## src/rtl/zac_pkg.sv

```systemverilog
package zac_pkg;
  localparam int DATA_W     = 8;
  localparam int PAGE_BYTES = 8;
  localparam int ACC_W      = 8;

  // active-low access register bit positions
  localparam int ACC_WPW  = 7;
  localparam int ACC_RPW  = 6;
  localparam int ACC_AUTH = 5;
  localparam int ACC_AWO  = 4;
  localparam int ACC_SET  = 3;
  localparam int ACC_LOCK = 2;
  localparam int ACC_NOWR = 1;
  localparam int ACC_PROG = 0;

  typedef struct packed {
    logic [ACC_W-1:0]      acc;
    logic                  pwValid;
    logic                  pwIsWrite;
    logic                  pwSet;
    logic                  authDone;
    logic [PAGE_BYTES-1:0] lock;
  } policy_t;

  typedef struct packed {
    logic capture;
    logic rdGo;
    logic wrGo;
    logic lockSpent;
  } strobe_t;
endpackage

```

## src/rtl/zac_datapath.sv

```systemverilog
module zac_datapath
  import zac_pkg::*;
#(
  parameter int DW = DATA_W,
  parameter int PB = PAGE_BYTES,
  localparam int OW = $clog2(PB)
) (
  input  logic          clk,
  input  logic          rstN,
  input  strobe_t       strb,
  input  policy_t       polIn,
  input  logic [OW-1:0] byteOffset,
  input  logic [DW-1:0] oldByte,
  input  logic [DW-1:0] newByte,
  output logic          rdPermit,
  output logic [DW-1:0] rdData,
  output logic          wrPermit,
  output logic [DW-1:0] wrData,
  output logic          lockCommit
);
  policy_t polQ;

  always_ff @(posedge clk or negedge rstN) begin
    if (!rstN)             polQ <= '0;
    else if (strb.capture) polQ <= polIn;
  end

  logic setMatch, rdPwOk, wrPwOk, rdAuthOk, wrAuthOk;
  logic lockMode, lockBitOk, progOnly, rdOk, wrOk;
  logic [DW-1:0] mergedByte;

  always_comb begin
    setMatch  = polQ.pwValid && (polQ.pwSet == polQ.acc[ACC_SET]);
    rdPwOk    = polQ.acc[ACC_RPW] || setMatch;
    wrPwOk    = polQ.acc[ACC_WPW] || (setMatch && polQ.pwIsWrite);
    rdAuthOk  = polQ.acc[ACC_AUTH] || polQ.authDone;
    wrAuthOk  = (polQ.acc[ACC_AUTH] && polQ.acc[ACC_AWO]) || polQ.authDone;
    lockMode  = !polQ.acc[ACC_LOCK];
    lockBitOk = !lockMode || polQ.lock[byteOffset];
    progOnly  = !polQ.acc[ACC_PROG] || (lockMode && byteOffset == '0);
    rdOk      = rdPwOk && rdAuthOk;
    wrOk      = wrPwOk && wrAuthOk && polQ.acc[ACC_NOWR] && lockBitOk
                && !(lockMode && strb.lockSpent);
  end

  for (genvar i = 0; i < DW; i++) begin : g_merge
    assign mergedByte[i] = progOnly ? (oldByte[i] & newByte[i]) : newByte[i];
  end

  always_ff @(posedge clk or negedge rstN) begin
    if (!rstN) begin
      rdPermit   <= 1'b0;
      rdData     <= '0;
      wrPermit   <= 1'b0;
      wrData     <= '0;
      lockCommit <= 1'b0;
    end else begin
      rdPermit   <= strb.rdGo && rdOk;
      rdData     <= (strb.rdGo && rdOk) ? oldByte : '0;
      wrPermit   <= strb.wrGo && wrOk;
      wrData     <= !strb.wrGo ? '0 : (wrOk ? mergedByte : oldByte);
      lockCommit <= strb.wrGo && lockMode && !strb.lockSpent;
    end
  end

  // a read without a matching password in a protected zone yields zero
  p_rd_zero_r1: assert property (@(posedge clk) disable iff (!rstN)
    strb.rdGo |=> (rdPermit || rdData == '0));

  // modify-forbidden zones never grant a write
  p_no_modify_r6: assert property (@(posedge clk) disable iff (!rstN)
    (strb.wrGo && !polQ.acc[ACC_NOWR]) |=> !wrPermit);

  // program-only writes never set a bit
  p_prog_only_r7: assert property (@(posedge clk) disable iff (!rstN)
    (strb.wrGo && !polQ.acc[ACC_PROG]) |=> ((wrData & ~$past(oldByte)) == '0));

  // a cleared lock bit refuses its byte
  p_lock_bit_r8: assert property (@(posedge clk) disable iff (!rstN)
    (strb.wrGo && !polQ.acc[ACC_LOCK] && !polQ.lock[byteOffset]) |=> !wrPermit);

  // only the first write of a lock-mode command can pass
  p_lock_single_r9: assert property (@(posedge clk) disable iff (!rstN)
    (strb.wrGo && !polQ.acc[ACC_LOCK] && strb.lockSpent) |=> !wrPermit && !lockCommit);

  // a refused write hands back the stored byte
  p_keep_old_r10: assert property (@(posedge clk) disable iff (!rstN)
    strb.wrGo |=> (wrPermit || wrData == $past(oldByte)));
endmodule

```

## config.mk

```make
export PLATFORM = sky130hd
export DESIGN_NAME = zac_datapath
export DESIGN_NICKNAME = d
export VERILOG_FILES = /design/src/rtl/zac_pkg.sv /design/src/rtl/zac_datapath.sv
export SDC_FILE = /design/constraint.sdc
export NUM_CORES = 1
export LEC_CHECK = 0
export BUFFER_PORTS_ARGS = -buffer_cell sky130_fd_sc_hd__buf_2
export CAP_MARGIN = 0
export CORE_MARGIN = 2
export CORE_UTILIZATION = 50
export DETAILED_ROUTE_END_ITERATION = 10
export HOLD_SLACK_MARGIN = 0.05
export MAX_ROUTING_LAYER = met4
export PLACE_DENSITY = 0.83
export SETUP_SLACK_MARGIN = 0.3
export SLEW_MARGIN = 20
export SYNTH_ARGS = -nofsm -noshare
export SYNTH_HDL_FRONTEND = slang
export SYNTH_SLANG_ARGS = --single-unit
```

## constraint.sdc

```tcl
create_clock -name clk -period 4.3 [get_ports clk]
set_input_delay 0.645 -clock clk [delete_from_list [all_inputs] [get_ports clk]]
set_output_delay 0.645 -clock clk [all_outputs]
set_load 0.1 [all_outputs]
```

==> flow_summary.json <==
{
  "vias": 1086,
  "leakagePower_nw": 0.9914,
  "synth_fa_ha_area_share_pct": 0,
  "antennaDiodeCount": 0,
  "cts-buffers-inserted": 5,
  "wl_per_cell_um": 14.89,
  "synth_top_area_cell": "dfrtp_1",
  "firstDrtPassIters": 4,
  "post_dp_cell_area_um2": 1896,
  "path_max_fanout": 8,
  "grt_overflow": 0,
  "slew_violations": 0,
  "cts_tree": "built",
  "pin_count": 64,
  "yosysSeqAreaShare_pct": 62.95,
  "grt_max_degree": 40,
  "rr_worst_depth": 5,
  "drtIter0Drc": 25,
  "viasPerCell": 5.123,
  "maxSlewHeadroom_pct": 44.91,
  "clk_path_buf_depth": 2,
  "clk_pin_slew_ns": 0.12,
  "die_area_um2": 3562,
  "critPathKind": "flip-flop to flip-flop",
  "die_height_um": 59.68,
  "synth_compound_area_share_pct": 9.282,
  "syn_inst": 111,
  "final_area_um2": 1949,
  "timing.rr.start": "polQ[15]",
  "yosysWarnings": 0,
  "finalSetupTns_ns": 0,
  "cp-end-kind": "flip-flop",
  "r2r_slack_ns": 2.48,
  "cts_resized": 0,
  "worstMarginPinSlew_ns": 0.8263,
  "outcome": "finished, final reports clean",
  "r2r-end": "wrData[5]",
  "synth-xor-area-share_pct": 0.5650,
  "vdd_drop_max_uv": 205.0,
  "rsz0062_at_grt": "false",
  "hold_viol": 0,
  "synthMuxAreaShare_pct": 16.71,
  "required_ns": 4.57,
  "finClkSkew_ns": 0.01259,
  "arrival_ns": 2.09,
  "clockRootBuffer": "clkbuf_4",
  "finalSetupViolCount": 0,
  "drive_above_1_share_pct": 54.19,
  "clk_latency_ns": 0.35,
  "synth.most_common_cell": "dfrtp_1",
  "synth_flop_cell": "dfrtp_1",
  "antenna_found_initial": 0,
  "yosys.area_share.simple_pct": 9.282,
  "grt_use_total_pct": 21.11,
  "setup_ws_ns": 2.476,
  "coreArea_um2": 3003,
  "crit_path_start_kind": "flip-flop",
  "cap_violations": 0,
  "finalNetCount": 223,
  "fin_cells": 212,
  "holdBufCountCts": 0,
  "port_buffers": 63,
  "powerDensity_nw_per_um2": 412.5,
  "async_flop_share_pct": 100.0,
  "min_path_type": "primary input to async pin",
  "netlist_area_um2": 1550,
  "place_inst": 204,
  "grt_pass1_wl_um": 5209,
  "synth_edf_count": 0,
  "period_needed_ns": 1.824,
  "ys_seq_elements": 39,
  "cts.sinks": 39,
  "synth_common_cells": "39 x dfrtp_1, 22 x mux2_2, 10 x nand2_1, 8 x a2bb2oi_1, 8 x and2_1",
  "final_antenna_net_count": 0,
  "core.rowCount": 20,
  "nFillCells": 230,
  "dp_hpwl_um": 2375,
  "postCtsSetupRepairBufs": 0,
  "syn_nets": 156,
  "cts_max_level": 2,
  "synth_top_family_by_area": "multiplexers",
  "pre_cts_ws_ns": 2.188,
  "finalWirelength_um": 3157,
  "synth_cell_types": 22,
  "avgSynthCellArea_um2": 13.97,
  "start_util_pct": 51.63,
  "syn_to_final_growth_pct": 25.75,
  "fp.dieW_um": 59.68,
  "fin_util_pct": 64.92,
  "max_freq_mhz": 548.2,
  "grt_pass1_vias": 1179,
  "drc": 0,
  "gp_congestion": 0.8022,
  "period_share_pct": 42.42,
  "synthTopCellsByArea": "dfrtp_1 63%, mux2_2 16%, a2bb2oi_1 4.5%",
  "synth_top_area_share_pct": 62.95
}
[state kept, by name, summed over array words and instances, names as in the netlist]
name / count
wrData: 8
rdData: 8
polQ: 20
wrPermit: 1
lockCommit: 1
rdPermit: 1
[worst max-delay path by stage]
stage | slack, ns | endpoint | start
3_3_place_gp | 2.29 | wrData[5] | byteOffset[1]
6_report | 2.48 | wrData[5] | polQ[15]
5_1_grt | 2.37 | wrData[6] | polQ[15]
2_1_floorplan | 2.54 | wrData[0] | byteOffset[1]
3_5_place_dp | 2.19 | wrData[5] | byteOffset[1]
4_1_cts | 2.46 | wrData[5] | polQ[15]
[final cells by class]
| cell class | instances | area (um^2) | area share [%] |
|---|---|---|---|
| Multi-Input combinational cell | 67 | 555.5 | 28.50 |
| Clock buffer | 6 | 41.29 | 2.118 |
| Clock inverter | 2 | 12.51 | 0.6418 |
| Tap cell | 33 | 41.29 | 2.118 |
| Sequential cell | 39 | 975.9 | 50.06 |
| Timing Repair Buffer | 63 | 315.3 | 16.17 |
| Inverter | 2 | 7.507 | 0.3851 |
[cell usage in the layout (no fill, tap or decap), drive strengths merged, types with 2 or more instances in the layout]
master / Yosys / layout
nor2: 2 / 2
a2bb2oi: 8 / 8
and2: 8 / 8
inv: 2 / 2
mux2: 23 / 23
a21oi: 3 / 3
clkbuf: 3 / 6
nand2: 10 / 10
buf: 0 / 63
nor3: 2 / 2
dfrtp: 39 / 39
nor3b: 2 / 2
[metrics by stage]
step	power [mW]	hold slack, ns
floorplan	0.5719	0.3494
global placement	0.6227	0.4844
detailed placement	0.6291	0.4922
CTS	0.8108	0.4027
global route	0.8447	0.4232
finish	0.8041	0.3744
[worst max-delay path, cell delays in order, from the launching register on]
cell	delay, ns
dfrtp_1	0.41
xnor2_1	0.22
a31oi_1	0.11
nor3b_1	0.41
o2111ai_2	0.34
a2bb2oi_1	0.26
[routing by layer]
layer / part of all wire (%) / track usage (%)
met4: 2.7 / 10.79
met5: 0 / -
met3: 4.7 / 7.576
met1: 42 / 24.11
met2: 51 / 32.61
[cell families after synthesis]
| kind of cell | count (synthesis) |
|---|---|
| multiplexers | 23 |
| XOR/XNOR | 1 |
| flip-flops | 39 |
| buffers and inverters | 5 |
| AND/OR/NAND/NOR | 26 |
| AO/OA/AOI/OAI | 17 |
[power by group]
group	switching (mW)	leakage, nW	internal [mW]
Sequential	0.0159	0.485	0.398
Clock	0.121	0.0282	0.0631
Combinational	0.147	0.478	0.0596
Note: power is estimated with default switching activity, not from simulation.
